==> config.mk <==
export PLATFORM = sky130hd
export DESIGN_NAME = lldma_channel
export DESIGN_NICKNAME = d
export VERILOG_FILES = /design/src/rtl/lldma_pkg.sv /design/src/rtl/lldma_regs.sv /design/src/rtl/lldma_seq.sv /design/src/rtl/lldma_channel.sv
export SDC_FILE = /design/constraint.sdc
export NUM_CORES = 1
export LEC_CHECK = 0
export ABC_AREA = 1
export BUFFER_PORTS_ARGS = -buffer_cell sky130_fd_sc_hd__buf_2
export CORE_UTILIZATION = 28
export CTS_CLUSTER_DIAMETER = 100
export DETAILED_ROUTE_END_ITERATION = 10
export PLACE_DENSITY_LB_ADDON = 0.3
export SYNTH_ARGS = -nofsm -noshare
export SYNTH_HDL_FRONTEND = slang
export SYNTH_SLANG_ARGS = --single-unit
==> constraint.sdc <==
create_clock -name clk -period 4.4 [get_ports clk]
set_input_delay 0.44 -clock clk [delete_from_list [all_inputs] [get_ports clk]]
set_output_delay 0.44 -clock clk [all_outputs]
set_load 0.05 [all_outputs]
==> src/rtl/lldma_pkg.sv <==
`timescale 1ns/1ps
package lldma_pkg;

    localparam int WORD_W = 32;

    // Register word offsets (reg_addr[5:2]); descriptor words use the same order
    localparam logic [3:0] OFF_SRC   = 4'd0;
    localparam logic [3:0] OFF_DST   = 4'd1;
    localparam logic [3:0] OFF_CNT   = 4'd2;
    localparam logic [3:0] OFF_ZY    = 4'd3;
    localparam logic [3:0] OFF_SSTEP = 4'd4;
    localparam logic [3:0] OFF_DSTEP = 4'd5;
    localparam logic [3:0] OFF_LINK  = 4'd7;
    localparam logic [3:0] OFF_CTRL  = 4'd8;

    typedef struct packed {
        logic        fclose;
        logic [14:0] rsvd;
        logic [2:0]  dwidth;
        logic [3:0]  blen_m1;
        logic [2:0]  swidth;
        logic [1:0]  irq_en;
        logic        dfix;
        logic        sfix;
        logic        swreq;
        logic        en;
    } ctrl_t;

    typedef enum logic [2:0] {
        ST_IDLE, ST_RD, ST_RWAIT, ST_WR, ST_END, ST_FETCH, ST_FWAIT
    } seq_st_t;

    function automatic logic [3:0] beat_bytes(input logic [2:0] w);
        case (w)
            3'd0:    return 4'd1;
            3'd1:    return 4'd2;
            3'd2:    return 4'd4;
            default: return 4'd8;
        endcase
    endfunction

endpackage

==> src/rtl/lldma_regs.sv <==
`timescale 1ns/1ps
module lldma_regs
    import lldma_pkg::*;
#(
    parameter int ADDR_W = 32,
    parameter int CNT_W  = 16
) (
    input  logic              clk,
    input  logic              rst,
    input  logic              reg_we,
    input  logic [5:0]        reg_addr,
    input  logic [WORD_W-1:0] reg_wdata,
    output logic [WORD_W-1:0] reg_rdata,
    input  logic              ld_we,
    input  logic [3:0]        ld_idx,
    input  logic [WORD_W-1:0] ld_data,
    input  logic              upd_we,
    input  logic [ADDR_W-1:0] upd_src,
    input  logic [ADDR_W-1:0] upd_dst,
    input  logic [CNT_W-1:0]  upd_cnt,
    output logic [ADDR_W-1:0] src_q,
    output logic [ADDR_W-1:0] dst_q,
    output logic [CNT_W-1:0]  cnt_q,
    output logic [ADDR_W-1:0] link_q,
    output ctrl_t             ctrl_q,
    output logic              start_p,
    output logic              abort_p
);

    logic [3:0] widx;
    logic       ctrl_wr;
    logic       unused_ok;

    assign widx      = reg_addr[5:2];
    assign ctrl_wr   = reg_we && (widx == OFF_CTRL);
    assign start_p   = ctrl_wr && reg_wdata[0];
    assign abort_p   = ctrl_wr && reg_wdata[31] && !reg_wdata[0];
    assign unused_ok = ^reg_addr[1:0];

    always_ff @(posedge clk) begin
        if (rst) begin
            src_q  <= '0;
            dst_q  <= '0;
            cnt_q  <= '0;
            link_q <= '0;
            ctrl_q <= '0;
        end else if (ld_we) begin
            case (ld_idx)
                OFF_SRC:  src_q  <= ADDR_W'(ld_data);
                OFF_DST:  dst_q  <= ADDR_W'(ld_data);
                OFF_CNT:  cnt_q  <= CNT_W'(ld_data);
                OFF_LINK: link_q <= ADDR_W'(ld_data);
                OFF_CTRL: ctrl_q <= ctrl_t'(ld_data);
                default: ;
            endcase
        end else begin
            if (reg_we) begin
                case (widx)
                    OFF_SRC:  src_q  <= ADDR_W'(reg_wdata);
                    OFF_DST:  dst_q  <= ADDR_W'(reg_wdata);
                    OFF_CNT:  cnt_q  <= CNT_W'(reg_wdata);
                    OFF_LINK: link_q <= ADDR_W'(reg_wdata);
                    OFF_CTRL: ctrl_q <= ctrl_t'(reg_wdata);
                    default: ;
                endcase
            end
            if (upd_we) begin
                src_q <= upd_src;
                dst_q <= upd_dst;
                cnt_q <= upd_cnt;
            end
        end
    end

    always_comb begin
        case (widx)
            OFF_SRC:  reg_rdata = WORD_W'(src_q);
            OFF_DST:  reg_rdata = WORD_W'(dst_q);
            OFF_CNT:  reg_rdata = WORD_W'(cnt_q);
            OFF_LINK: reg_rdata = WORD_W'(link_q);
            OFF_CTRL: reg_rdata = ctrl_q;
            default:  reg_rdata = '0;
        endcase
    end

endmodule

==> src/rtl/lldma_seq.sv <==
`timescale 1ns/1ps
module lldma_seq
    import lldma_pkg::*;
#(
    parameter int ADDR_W = 32,
    parameter int CNT_W  = 16
) (
    input  logic              clk,
    input  logic              rst,
    input  logic [ADDR_W-1:0] src_q,
    input  logic [ADDR_W-1:0] dst_q,
    input  logic [CNT_W-1:0]  cnt_q,
    input  logic [ADDR_W-1:0] link_q,
    input  ctrl_t             ctrl_q,
    input  logic              start_p,
    input  logic              abort_p,
    input  logic              periph_req,
    output logic              mem_req,
    output logic              mem_we,
    output logic [ADDR_W-1:0] mem_addr,
    output logic [WORD_W-1:0] mem_wdata,
    input  logic              mem_rvalid,
    input  logic [WORD_W-1:0] mem_rdata,
    output logic              ld_we,
    output logic [3:0]        ld_idx,
    output logic [WORD_W-1:0] ld_data,
    output logic              upd_we,
    output logic [ADDR_W-1:0] upd_src,
    output logic [ADDR_W-1:0] upd_dst,
    output logic [CNT_W-1:0]  upd_cnt,
    output logic              busy,
    output logic              irq
);

    seq_st_t           st_q;
    logic              busy_q;
    logic [3:0]        beat_q;
    logic [3:0]        fidx_q;
    logic [ADDR_W-1:0] fbase_q;
    logic [WORD_W-1:0] data_q;

    logic [3:0]        sb, db;
    logic [CNT_W-1:0]  take;
    logic              go;
    logic              unused_ok;

    assign unused_ok = ^{ctrl_q.fclose, ctrl_q.rsvd};

    assign sb      = beat_bytes(ctrl_q.swidth);
    assign db      = beat_bytes(ctrl_q.dwidth);
    assign take    = (cnt_q < CNT_W'(sb)) ? cnt_q : CNT_W'(sb);
    assign upd_cnt = cnt_q - take;
    assign upd_src = ctrl_q.sfix ? src_q : src_q + ADDR_W'(sb);
    assign upd_dst = ctrl_q.dfix ? dst_q : dst_q + ADDR_W'(db);
    assign go      = ctrl_q.swreq || periph_req;

    assign mem_req   = (st_q == ST_RD) || (st_q == ST_WR) || (st_q == ST_FETCH);
    assign mem_we    = (st_q == ST_WR);
    assign mem_wdata = data_q;
    assign upd_we    = (st_q == ST_WR);
    assign ld_we     = (st_q == ST_FWAIT) && mem_rvalid;
    assign ld_idx    = fidx_q;
    assign ld_data   = mem_rdata;
    assign irq       = (st_q == ST_END) && (|ctrl_q.irq_en);
    assign busy      = busy_q;

    always_comb begin
        case (st_q)
            ST_RD:    mem_addr = src_q;
            ST_WR:    mem_addr = dst_q;
            ST_FETCH: mem_addr = fbase_q + ADDR_W'({fidx_q, 2'b00});
            default:  mem_addr = '0;
        endcase
    end

    always_ff @(posedge clk) begin
        if (rst) begin
            st_q    <= ST_IDLE;
            busy_q  <= 1'b0;
            beat_q  <= '0;
            fidx_q  <= '0;
            fbase_q <= '0;
            data_q  <= '0;
        end else if (abort_p) begin
            st_q   <= ST_IDLE;
            busy_q <= 1'b0;
        end else begin
            case (st_q)
                ST_IDLE: begin
                    if (!busy_q) begin
                        if (start_p) busy_q <= 1'b1;
                    end else if (ctrl_q.en) begin
                        if (cnt_q == '0) begin
                            st_q <= ST_END;
                        end else if (go) begin
                            beat_q <= '0;
                            st_q   <= ST_RD;
                        end
                    end
                end
                ST_RD:    st_q <= ST_RWAIT;
                ST_RWAIT: begin
                    if (mem_rvalid) begin
                        data_q <= mem_rdata;
                        st_q   <= ST_WR;
                    end
                end
                ST_WR: begin
                    beat_q <= beat_q + 4'd1;
                    if (upd_cnt == '0)
                        st_q <= ST_END;
                    else if ((beat_q == ctrl_q.blen_m1) || !ctrl_q.en)
                        st_q <= ST_IDLE;
                    else
                        st_q <= ST_RD;
                end
                ST_END: begin
                    if (link_q != '0) begin
                        fbase_q <= link_q;
                        fidx_q  <= '0;
                        st_q    <= ST_FETCH;
                    end else begin
                        busy_q <= 1'b0;
                        st_q   <= ST_IDLE;
                    end
                end
                ST_FETCH: st_q <= ST_FWAIT;
                ST_FWAIT: begin
                    if (mem_rvalid) begin
                        if (fidx_q == OFF_CTRL) begin
                            st_q <= ST_IDLE;
                        end else begin
                            fidx_q <= fidx_q + 4'd1;
                            st_q   <= ST_FETCH;
                        end
                    end
                end
                default: st_q <= ST_IDLE;
            endcase
        end
    end

endmodule

==> src/rtl/lldma_channel.sv <==
`timescale 1ns/1ps
module lldma_channel
    import lldma_pkg::*;
#(
    parameter int ADDR_W = 32,
    parameter int CNT_W  = 16
) (
    input  logic              clk,
    input  logic              rst,
    input  logic              reg_we,
    input  logic [5:0]        reg_addr,
    input  logic [31:0]       reg_wdata,
    output logic [31:0]       reg_rdata,
    input  logic              periph_req,
    output logic              mem_req,
    output logic              mem_we,
    output logic [ADDR_W-1:0] mem_addr,
    output logic [31:0]       mem_wdata,
    input  logic              mem_rvalid,
    input  logic [31:0]       mem_rdata,
    output logic              busy,
    output logic              irq
);

    logic [ADDR_W-1:0] src_q, dst_q, link_q;
    logic [CNT_W-1:0]  cnt_q;
    ctrl_t             ctrl_q;
    logic              start_p, abort_p;
    logic              ld_we, upd_we;
    logic [3:0]        ld_idx;
    logic [WORD_W-1:0] ld_data;
    logic [ADDR_W-1:0] upd_src, upd_dst;
    logic [CNT_W-1:0]  upd_cnt;

    lldma_regs #(.ADDR_W(ADDR_W), .CNT_W(CNT_W)) u_regs (
        .clk(clk), .rst(rst),
        .reg_we(reg_we), .reg_addr(reg_addr), .reg_wdata(reg_wdata), .reg_rdata(reg_rdata),
        .ld_we(ld_we), .ld_idx(ld_idx), .ld_data(ld_data),
        .upd_we(upd_we), .upd_src(upd_src), .upd_dst(upd_dst), .upd_cnt(upd_cnt),
        .src_q(src_q), .dst_q(dst_q), .cnt_q(cnt_q), .link_q(link_q), .ctrl_q(ctrl_q),
        .start_p(start_p), .abort_p(abort_p)
    );

    lldma_seq #(.ADDR_W(ADDR_W), .CNT_W(CNT_W)) u_seq (
        .clk(clk), .rst(rst),
        .src_q(src_q), .dst_q(dst_q), .cnt_q(cnt_q), .link_q(link_q), .ctrl_q(ctrl_q),
        .start_p(start_p), .abort_p(abort_p), .periph_req(periph_req),
        .mem_req(mem_req), .mem_we(mem_we), .mem_addr(mem_addr), .mem_wdata(mem_wdata),
        .mem_rvalid(mem_rvalid), .mem_rdata(mem_rdata),
        .ld_we(ld_we), .ld_idx(ld_idx), .ld_data(ld_data),
        .upd_we(upd_we), .upd_src(upd_src), .upd_dst(upd_dst), .upd_cnt(upd_cnt),
        .busy(busy), .irq(irq)
    );

endmodule

==> Implementation_results.wiki, run 1 <==
{| class="wikitable"
! Metric !! Value
|-
| Run status || complete, no violations
|-
| Number of endpoints with negative hold slack in the final report || 0
|-
| Clock network fraction of total power || 49.1%
|-
| Clock-pin transition on the worst setup and hold timing paths || 0.06 ns
|-
| Element type at the critical path start || flip-flop
|-
| Max-capacitance violation count || 0
|-
| Relative slew slack || 28.19%
|-
| Netlist area before placement || 14320 um^2
|-
| Gate count of the mapped netlist || 2252
|-
| Total negative slack for setup checks || 0 ns
|-
| DR vias/cell || between 5 and 6
|-
| Slew Limit Fails || 0
|-
| Antenna violations before repair || 1
|-
| Worst Hold Class || in -> reg
|-
| Number of nets with antenna violations after routing || 0
|-
| Avg WL per Cell || 22.22 um
|-
| Via total after detailed routing || 16900
|-
| Cell with the biggest individual delay on the critical path || dfxtp_1
|-
| Share of the synthesized area in the top cell type || between 30% and 40%
|-
| Synthesis warning total || 0
|-
| TritonCTS Buffers || 28
|-
| Share of total power in sequential cells || 39.8%
|-
| Aggregate global-route resource usage || 25.15%
|-
| Ratio of cells with drive above 1 in the final layout || approximately 13%
|-
| Sink count of the clock tree || 220
|-
| Maximum fanout encountered on the critical timing path || 8
|-
| Average size of a mapped cell || 6.359 um^2
|-
| DRC marker count from the first detailed-route iteration || 2232
|-
| Post-detail-place hpwl || 51.19 mm
|-
| Largest stage delay on the critical path || around 0.38 ns
|-
| Launch point of the critical path || u_regs.ctrl_q[6]
|-
| CP top delay family || simple AND/OR/NAND/NOR gates
|-
| Synth area leader || dfxtp_1
|-
| Number of fill cells in the layout || 5612
|-
| Vertical die dimension || 228.1 um
|-
| Vias in the first global route || 15750
|-
| Number of buffers inserted for hold repair after clock tree synthesis || 0
|-
| Post-route DRC violation count || 0
|-
| Final Hold Slack || 0.1273 ns
|-
| Power density over the cells || 310.7 nW/um^2
|-
| Routed WL || a little under 70 mm
|-
| Layout net count || around 2500
|-
| CTS tree || built
|-
| Portion of total power attributed to combinational logic || 11.0%
|-
| Count of buffers inserted at the top-level ports || 172
|-
| Cell repeated most along the worst path || nand2_1
|-
| Antenna fix cells || 0
|-
| Number of iterations in the first detailed-routing pass || 8
|-
| Total number of H-tree levels || 1
|-
| Switching power share of the total || a little over a quarter
|-
| Largest cells by area after synthesis || dfxtp_1 31%, nand2_1 15%, o21ai_0 8.2%
|-
| Pin count of the biggest net entering global routing || 94
|-
| Clock Skews || 0.02047 ns
|-
| Post-synthesis to final-layout area growth || 16.71%
|-
| WP data arrival || 4.44 ns
|-
| Number of cell rows || 82
|-
| Seq cells post-synth || 220
|-
| Type of destination of the critical path || flip-flop
|-
| Max clock buf depth || 3
|-
| Number of cells upsized or downsized after cts || 0
|-
| Die Wd || 228.1 um
|-
| Startpoint of the worst register-to-register path || u_regs.ctrl_q[6]
|-
| Worst path cell trace || inv_1 > o21ai_0 > inv_1 > ha_1 > a211oi_1 > nand2_1 > o21ai_0 > ha_1 > fa_1 > nor2_1 > nor2_1 > nand2_1 > xor2_1 > nand3_1 > nor2_1 > nand4_1 > nand2_1 > nand2_1 > a21oi_1
|-
| Internal Power || ~3.8 mW
|-
| Area of the core || roughly 50000 um^2
|-
| Final critical-path required period || between 3 and 4 ns
|-
| Starting utilization of the core area || around 28%
|-
| Nets in the synthesized netlist || approximately 2400
|-
| Maximum vdd drop || around 200 uV
|-
| I/O pin count || around 180
|-
| Period utilisation layout || 89.67%
|-
| Clock insertion delay at the later pin of the skew report || 0.57 ns
|-
| Final weighted congestion in routability-driven placement || 1.003
|-
| Die outline area || roughly 52000 um^2
|-
| Wire length of the first global-routing pass || 100.1 mm
|-
| Number of distinct library cell variants in the gate-level netlist after synthesis || 50
|-
| RSZ-0062 raised after global routing || false
|-
| Count of endpoints failing setup in the final report || 0
|-
| Post-CTS setup-driven buffer insertion count || 0
|-
| GRT Residual Overflow || 0
|-
| Highest clock frequency the design can meet || 253.5 MHz
|-
| Crit Path Category || reg -> reg
|-
| Net load switching power || 1.422 mW
|-
| Worst Path Required || 4.89 ns
|-
| Portion of the post-synthesis area used by sequential elements || 30.76%
|-
| Slew at the pin closest to its max-slew limit || 1.076 ns
|-
| Static Leakage || 7.129 nW
|-
| Startpoint of the tightest hold check path || mem_rdata[10]
|-
| Clock root buffer || clkbuf_16
|-
| Bufs and invs on worst path || 2
|}
==> worst min-delay path: stages <==
cell	delay [ns]
buf_2	0.09
nor2_1	0.04
nor2_1	0.08
==> state kept, by name (all words and copies together) (netlist names), 16 cells and up <==
register and cells:
u_seq.fbase_q 32, u_seq.mem_wdata 32, u_regs.dst_q 32, u_regs.ctrl_q 32
u_regs.src_q 32, u_regs.cnt_q 16, u_regs.link_q 32
==> Yosys cell counts (all sizes together) <==
cell / number
o22ai: 19
o2111ai: 10
nor3: 61
ha: 24
o221ai: 16
a31oi: 116
nand2: 566
fa: 4
dfxtp: 220
o211ai: 8
nor2: 228
inv: 219
a221oi: 16
or2: 7
clkbuf: 65
a31o: 1
xnor2: 2
nor4b: 1
nor4: 19
and2: 1
xor2: 44
a22oi: 4
o31ai: 5
a211oi: 5
buf: 54
nand4: 37
a21oi: 104
nand3: 105
a21boi: 1
and3: 2
o21ai: 285
nor3b: 3
==> layout make-up <==
class | instances | area (um^2) | share of cell area [%]
inverter | 219 | 824.5 | 4.933
tap | 672 | 840.8 | 5.031
sequential | 220 | 4404 | 26.35
clock buffer | 43 | 858.3 | 5.136
timing repair buffer | 197 | 1061 | 6.348
clock inverter | 9 | 147.6 | 0.8834
multi-input combinational | 1694 | 8577 | 51.32
==> cells by family after synthesis <==
| kind of cell | synth area share (%) |
|---|---|
| adder cells (fa/ha/maj) | 2.656 |
| AND/OR/NAND/NOR | 30.78 |
| buffers and inverters | 9.480 |
| AO/OA/AOI/OAI | 23.51 |
| flip-flops | 30.76 |
| XOR/XNOR | 2.813 |
==> metal layers <==
layer	up-vias	part of all wire [%]	track usage (%)
met5	-	0.019	0
met3	124	9.7	4.100
met1	7983	43	34.64
li1	7878	-	-
met4	2	3.7	8.872
met2	912	44	39.44
==> layout by cell type, fill, tap and decap left out, drive strengths merged, types with 43 or more instances in the layout <==
master	count
a21oi	104
nand2	566
nor3	61
a31oi	116
inv	219
xor2	44
nor2	228
clkbuf	43
dfxtp	220
buf	197
o21ai	285
nand3	105
==> per-stage QoR <==
step | total power [mW] | util (%) | setup WS (ns) | instances | cell area, um^2
after floorplan | 2.471 | - | 1.133 | 2252 | 14320
after global routing | 5.370 | 33.25 | 0.05527 | 3054 | 16710
after global placement | 2.669 | 31.24 | 0.5619 | 3002 | 15710
after detailed placement | 2.672 | 31.24 | 0.5440 | 3002 | 15710
after CTS | 5.216 | 33.25 | 0.5041 | 3054 | 16710
final | 5.192 | 33.25 | 0.4546 | 3054 | 16710
==> path summary, 6_finish.rpt <==
path | to | slack (ns) | cells after the start
setup / recovery | u_seq.st_q[2] | 0.45 | 19
hold / removal | u_seq.mem_wdata[10] | 0.13 | 3
setup reg to reg | u_seq.st_q[2] | 0.45 | 19
hold reg to reg | u_seq.fbase_q[1] | 0.46 | 2
==> power groups by stage <==
stage / registers, mW / logic [mW] / clock network, mW
final: 2.07 / 0.573 / 2.55
after global routing: 2.07 / 0.637 / 2.66
after CTS: 2.07 / 0.565 / 2.59
after detailed placement: 2.11 / 0.563 / 0
after global placement: 2.11 / 0.560 / 0
after floorplan: 2.09 / 0.380 / 0
Power figures use the tool's default switching activity.
==> inputs of run 2 (changes only) <==
- GPL_TIMING_DRIVEN: unset -> 0
- RECOVER_POWER: unset -> 50
==> run 2 against run 1 <==
Effect of this change:
- the run now ends with capacitance limit, slew limit left
- flip-flop and latch count unchanged
- sequential power is essentially flat
- first-iteration DRC count is 0.99% lower
- final area rose by 0.91%
==> Implementation_results.wiki, run 2 (same netlist as run 1, synthesis figures left out) <==
{| class="wikitable"
! Metric !! Value
|-
| Maximum vdd drop || around 220 uV
|-
| CTS tree || built
|-
| Total number of H-tree levels || 1
|-
| Total power || slightly above 5 mW
|-
| DP Cell Count || 3096
|-
| Layout net count || 2558
|-
| Number of nets with antenna violations after routing || 0
|-
| Via total after detailed routing || 17560
|-
| Max clock buf depth || 3
|-
| Ratio of cells with drive above 1 in the final layout || a little over a tenth
|-
| Cell with the biggest individual delay on the critical path || fa_1
|-
| Die Wd || 228.1 um
|-
| WP data arrival || 4.57 ns
|-
| Element type at the critical path start || flip-flop
|-
| Number of iterations in the first detailed-routing pass || 6
|-
| Area of the core || 50270 um^2
|-
| Number of endpoints with negative hold slack in the final report || 0
|-
| Final instance count without filler cells || 3148
|-
| RSZ-0062 raised after global routing || false
|-
| Relative slew slack || -18.01%
|-
| Cell repeated most along the worst path || nand2_1
|-
| Sink count of the clock tree || 220
|-
| Crit Reg-Reg Endpoint || u_seq.st_q[2]
|-
| Routed WL || 79.10 mm
|-
| Vias in the first global route || 16480
|-
| TritonCTS Buffers || 29
|-
| Length in cells of the worst reg-to-reg path || 20
|-
| GR met2 Demand/Resource || 46.96%
|-
| Worst path cell trace || inv_1 > o21ai_1 > inv_1 > ha_1 > a211oi_1 > nand2_1 > nand2_1 > o21ai_0 > ha_1 > fa_1 > nor2_1 > nor2_2 > nand2_1 > xor2_1 > nand3_1 > nor2_1 > nand4_1 > nand2_1 > nand2_1 > a21oi_1
|-
| Period utilisation layout || 92.20%
|-
| Launch point of the critical path || u_regs.ctrl_q[7]
|-
| Commonest non-fill, non-tap cells in the layout || 562 x nand2_1, 236 x o21ai_0, 220 x dfxtp_1, 219 x nor2_1, 211 x inv_1
|-
| Clock-pin transition on the worst setup and hold timing paths || 0.06 ns
|-
| I/O pin count || between 150 and 200
|-
| Slew Limit Fails || 7
|-
| Crit Path Category || reg -> reg
|-
| Die outline area || roughly 52000 um^2
|-
| Startpoint of the worst register-to-register path || u_regs.ctrl_q[7]
|-
| Post-route DRC violation count || 0
|-
| Total negative slack for setup checks || 0 ns
|-
| Type of destination of the critical path || flip-flop
|-
| DR vias/cell || 5.579
|-
| Largest stage delay on the critical path || about 0.43 ns
|-
| Clock root buffer || clkbuf_16
|-
| GR Layer Usage met3 || under 10%
|-
| Wire length of the first global-routing pass || between 100 and 150 mm
|-
| Final weighted congestion in routability-driven placement || 1.014
|-
| Post-detail-place hpwl || approximately 65 mm
|-
| Final critical-path required period || 4.057 ns
|-
| Count of buffers inserted at the top-level ports || 172
|-
| Pin count of the biggest net entering global routing || 14
|-
| Worst Hold Class || in -> reg
|-
| Starting utilization of the core area || 28.48%
|-
| Critical path destination || u_seq.st_q[2]
|-
| Post-synthesis to final-layout area growth || 17.77%
|-
| DRC marker count from the first detailed-route iteration || between 2000 and 2500
|-
| Antenna violations before repair || 1
|-
| Violated checks || capacitance limit, slew limit
|-
| GRT Max-Usage Layer || met2
|-
| Clock insertion delay at the later pin of the skew report || 0.58 ns
|-
| Global-route met1 utilization || 40.78%
|-
| Maximum fanout encountered on the critical timing path || 8
|-
| Highest clock frequency the design can meet || roughly 250 MHz
|-
| Leading cell type in the layout, fill and taps excluded || nand2_1
|-
| Number of cell rows || approximately 80
|-
| Run status || finished with violations
|-
| Static Leakage || 7.066 nW
|-
| Aggregate global-route resource usage || between 20 and 30%
|-
| Worst Path Required || 4.92 ns
|-
| Avg WL per Cell || approximately 25 um
|-
| Vertical die dimension || 228.1 um
|-
| Power density over the cells || 305.2 nW/um^2
|-
| Register-to-register path setup slack || 0.34 ns
|-
| Final Hold Slack || ~0.11 ns
|-
| Count of endpoints failing setup in the final report || 0
|-
| Max-capacitance violation count || 1
|-
| Clock Skews || about 0.025 ns
|-
| Slew at the pin closest to its max-slew limit || 1.757 ns
|-
| GRT Residual Overflow || 0
|}
## run 2: how the worst min path moves through the flow
stage	cells after the start	to	startpoint	slack, ns
CTS	3	u_seq.mem_wdata[5]	mem_rdata[5]	0.1
global route	3	u_seq.mem_wdata[10]	mem_rdata[10]	0.13
detailed placement	2	u_seq.fbase_q[0]	u_seq.fbase_q[0]	0.45
floorplan	2	u_seq.fbase_q[0]	u_seq.fbase_q[0]	0.43
finish	3	u_seq.mem_wdata[5]	mem_rdata[5]	0.11
global placement	2	u_seq.fbase_q[0]	u_seq.fbase_q[0]	0.44
## run 2: per-layer routing
| layer | part of all wire [%] | vias to the layer above |
|---|---|---|
| li1 | - | 8074 |
| met1 | 43 | 8368 |
| met2 | 44 | 981 |
| met3 | 9.0 | 141 |
| met4 | 3.5 | 0 |
| met5 | 0 | - |
## run 2: layout make-up
type / count / area [um^2]
clock inverter: 14 / 156.4
antenna: 1 / 2.502
fill: 5732 / 33410
inverter: 219 / 822.0
sequential: 220 / 4404
multi-input combinational: 1694 / 8528
tap: 672 / 840.8
buffer: 119 / 496.7
timing repair buffer: 172 / 818.3
clock buffer: 37 / 795.8
## run 2: report_power, final
group / internal [mW] / switching (mW) / total [mW]
logic: 0.183 / 0.444 / 0.627
clock network: 1.44 / 1.01 / 2.45
registers: 2.02 / 0.0407 / 2.06
## run 2: critical path: cells and delay by family (launching register included)
| kind | cells | cell delay (ns) |
|---|---|---|
| buf+inv | 2 | 0.27 |
| flops | 1 | 0.37 |
| fa+ha+maj | 3 | 0.96 |
| xor+xnor | 1 | 0.19 |
| simple gates | 10 | 1.50 |
| compound gates | 4 | 0.69 |
## run 2: stage by stage
stage	area (um^2)	setup slack, ns	utilization, %
after floorplan	14320	1.133	-
after global placement	16020	0.3814	31.87
after detailed placement	16020	0.3067	31.87
after CTS	16970	0.2910	33.76
after global routing	16860	0.04620	33.54
final	16860	0.3430	33.55
## run 2: repair_timing
item	CTS	global route
hold buffers	0	0
endpoints found under the setup margin	0	2
gates resized for setup	0	5
setup buffers	0	0
==> inputs of run 3 (changes only) <==
- CORE_UTILIZATION: 28 -> 60
- SYNTH_HIERARCHICAL: unset -> 1
==> run 3 against run 2 <==
Effect of this change:
- global-route usage increased by 18 points
- highest routed layer unchanged
- non-clock buffer count increased by 34
- first-iteration DRC count increased by 40%
- largest cell class unchanged
- the run now ends clean
- area after synthesis increased by 10%
- power decreased by 7.3%
- routed wire length decreased by 17%
- synthesized cell count increased by 18%
- sequential share of layout area decreased by 1.3 points
- count of clock-buffer cells in the layout decreased by 1
- flip-flop and latch count unchanged
==> Implementation_results.wiki, run 3 <==
{| class="wikitable"
! Metric !! Value
|-
| Total power || about 4.8 mW
|-
| Register-to-register path setup slack || roughly 0.29 ns
|-
| Launch point of the critical path || u_regs/ctrl_q[7]
|-
| Average size of a mapped cell || 5.924 um^2
|-
| Slew at the pin closest to its max-slew limit || 0.9240 ns
|-
| Prevailing post-synth register cell || dfxtp_1
|-
| Final Instance Area || 17720 um^2
|-
| Net load switching power || 1.365 mW
|-
| Run status || complete, no violations
|-
| Vertical die dimension || 164.2 um
|-
| WP data arrival || 4.56 ns
|-
| Commonest non-fill, non-tap cells in the layout || 912 x nand2_1, 392 x nor2_1, 265 x inv_1, 220 x dfxtp_1, 151 x buf_2
|-
| Post-route DRC violation count || 0
|-
| Max-capacitance violation count || 0
|-
| Maximum fanout encountered on the critical timing path || 8
|-
| Number of synthesized flops with an enable pin || 0
|-
| Maximum vdd drop || 304.2 uV
|-
| Number of nets with antenna violations after routing || 0
|-
| Clock Skews || 0.01305 ns
|-
| Post-detail-place hpwl || 51.89 mm
|-
| Nets in the synthesized netlist || 2764
|-
| Number of buffers inserted for hold repair after clock tree synthesis || 0
|-
| Top cells by instance count after synthesis || 910 x nand2_1, 391 x nor2_1, 262 x inv_1
|-
| Count of buffers inserted at the top-level ports || between 150 and 200
|-
| DRC marker count from the first detailed-route iteration || 3093
|-
| Layout net count || 2962
|-
| Number of cell rows || 58
|-
| Element type at the critical path start || flip-flop
|-
| Destination of the worst hold path || u_seq/mem_wdata[5]
|-
| Power density over the cells || 269.1 nW/um^2
|-
| Worst Hold Class || in -> reg
|-
| Share of total power in sequential cells || 43.2%
|-
| Max clock buf depth || 3
|-
| Sequential Area || around 4400 um^2
|-
| Cell with the biggest individual delay on the critical path || dfxtp_1
|-
| Async set-or-reset flop fraction in the synthesized netlist || 0%
|-
| Ratio of cells with drive above 1 in the final layout || 10.98%
|-
| Type of destination of the critical path || flip-flop
|-
| Highest clock frequency the design can meet || 243.4 MHz
|-
| Combined area of the multi-input logic cells || between 9000 and 10000 um^2
|-
| Total negative slack for setup checks || 0 ns
|-
| Post-CTS setup-driven buffer insertion count || 0
|-
| Die Wd || 164.2 um
|-
| Clock-pin transition on the worst setup and hold timing paths || 0.06 ns
|-
| Wire length of the first global-routing pass || 96.82 mm
|-
| Number of cells upsized or downsized after cts || 0
|-
| Crit Path Category || reg -> reg
|-
| Clock network fraction of total power || 42.9%
|-
| Gate count of the mapped netlist || around 2700
|-
| Total number of H-tree levels || 1
|-
| I/O pin count || 175
|-
| CTS tree || built
|-
| Final Hold Slack || 0.1502 ns
|-
| Period utilisation layout || 93.39%
|-
| Netlist area before placement || approximately 16000 um^2
|-
| Worst path cell trace || inv_1 > nor3_2 > nor2_1 > inv_1 > ha_1 > a21oi_1 > nand4_1 > nand2_1 > o21ai_0 > ha_1 > fa_1 > inv_1 > nand3_1 > nand2_1 > nand2_1 > nand2_1 > nand3_1 > nor2_1 > nand3_1 > nor2_1 > nand3_1 > nand2_1 > nand2_1 > a21oi_1
|-
| Antenna violations before repair || 0
|-
| Portion of total power attributed to combinational logic || 13.9%
|-
| Routed WL || ~66 mm
|-
| Sink count of the clock tree || 220
|-
| Number of iterations in the first detailed-routing pass || 6
|-
| Synth area leader || dfxtp_1
|-
| Static Leakage || 8.821 nW
|-
| Aggregate global-route resource usage || roughly 48%
|-
| Count of endpoints failing setup in the final report || 0
|-
| RSZ-0062 raised after global routing || false
|-
| Startpoint of the worst register-to-register path || u_regs/ctrl_q[7]
|-
| Relative slew slack || 38.11%
|-
| Pin count of the biggest net entering global routing || 15
|-
| Number of fill cells in the layout || between 2000 and 2500
|-
| Startpoint of the tightest hold check path || mem_rdata[5]
|-
| GRT Residual Overflow || 0
|-
| Avg WL per Cell || around 20 um
|-
| Largest stage delay on the critical path || ~0.43 ns
|-
| Portion of the post-synthesis area used by sequential elements || 27.92%
|-
| Clock root buffer || clkbuf_16
|-
| Seq cells post-synth || 220
|-
| Placement-stage cell area || ~17000 um^2
|-
| Crit Reg-Reg Endpoint || u_seq/st_q[2]
|-
| Worst Path Required || between 4 and 5 ns
|-
| Die outline area || between 20000 and 30000 um^2
|-
| Length in cells of the worst reg-to-reg path || 24
|-
| Largest cells by area after synthesis || dfxtp_1 28%, nand2_1 22%, nor2_1 9.3%
|-
| Number of endpoints with negative hold slack in the final report || 0
|-
| Synthesis warning total || 6
|-
| TritonCTS Buffers || 24
|-
| Vias in the first global route || 17350
|-
| Final weighted congestion in routability-driven placement || 1.071
|-
| Slew Limit Fails || 0
|-
| Leading cell type in the layout, fill and taps excluded || nand2_1
|-
| Cell repeated most along the worst path || nand2_1
|-
| DR vias/cell || 5.954
|-
| Final critical-path required period || 4.109 ns
|-
| Internal Power || 3.403 mW
|-
| Switching power share of the total || 28.63%
|-
| Area of the core || 25470 um^2
|-
| Hold Crit Depth || 3
|-
| Dominant cell by count in the synthesized netlist || nand2_1
|-
| Via total after detailed routing || 19100
|-
| Starting utilization of the core area || between 60% and 70%
|-
| Clock insertion delay at the later pin of the skew report || about 0.54 ns
|-
| Antenna fix cells || 0
|-
| Share of the synthesized area in the top cell type || 27.92%
|-
| Post-synthesis to final-layout area growth || 12.33%
|-
| Number of distinct library cell variants in the gate-level netlist after synthesis || 54
|}
run 3: changes by cell type after synthesis, moves of 42 or more:
| cell | previous run | this run |
|---|---|---|
| nand2_1 | 560 | 910 |
| nor2_1 | 219 | 391 |
| o21ai_0 | 235 | 112 |
| a31oi_1 | 116 | 4 |
| inv_1 | 207 | 262 |
| nand3_1 | 101 | 143 |
run 3: worst max path at each step:
stage                     to  slack (ns)  cells after the start
2_1_floorplan  u_seq/st_q[2]        1.25                     23
3_3_place_gp   u_seq/st_q[2]        0.27                     24
3_5_place_dp   u_seq/st_q[2]        0.22                     24
4_1_cts        u_seq/st_q[2]        0.20                     24
5_1_grt        u_seq/st_q[2]        0.02                     23
6_report       u_seq/st_q[2]        0.29                     24
run 3: cell type report:
cell class / instances / area share, %
Inverter: 281 / 5.952
Timing Repair Buffer: 172 / 4.398
Sequential cell: 220 / 24.85
Clock inverter: 6 / 0.3530
Tap cell: 330 / 2.330
Buffer: 153 / 4.377
Clock buffer: 36 / 4.045
Multi-Input combinational cell: 2009 / 53.69
run 3: power groups by stage:
stage                     registers, mW  clock network (mW)  logic, mW
after global routing               2.06                2.12      0.723
after detailed placement           2.10                   0      0.629
after global placement             2.10                   0      0.615
after floorplan                    2.09                   0      0.438
after CTS                          2.06                2.04      0.635
final                              2.06                2.05      0.661
run 3: kinds of logic after synthesis:
logic type,after synthesis,synth area share [%]
AOI/OAI and AO/OA,313,11.46
xor gates and xnor gates,63,3.498
adders and majority gates,26,2.252
buffers and inverters,434,11.63
DFF,220,27.92
and+or+nand+nor,1607,43.24
run 3: per-stage QoR:
stage                     utilization [%]  instances  worst slack, ns
after global placement              66.94       3165           0.2674
after global routing                69.57       3207          0.02205
after CTS                           70.00       3207           0.2009
after floorplan                         -       2663            1.249
final                               69.57       3207           0.2907
after detailed placement            66.94       3165           0.2203
run 3: worst max-delay path: cells and delay by family, from the launching register on:
family	cells	cell delay, ns
and+or+nand+nor	15	2.00
adders and majority gates	3	0.84
DFF	1	0.43
AOI/OAI and AO/OA	3	0.39
buffers and inverters	3	0.36
run 3: metal layers:
layer  share of wire (%)  vias to the layer above  track usage (%)  routed length, um
met5                   0                        -                0                  0
met4                 6.1                        0            26.30               3980
met3                  16                      269            14.39              10440
met2                  41                     1457            70.98              26890
met1                  37                     8581            61.96              24320
li1                    -                     8788                -                  -
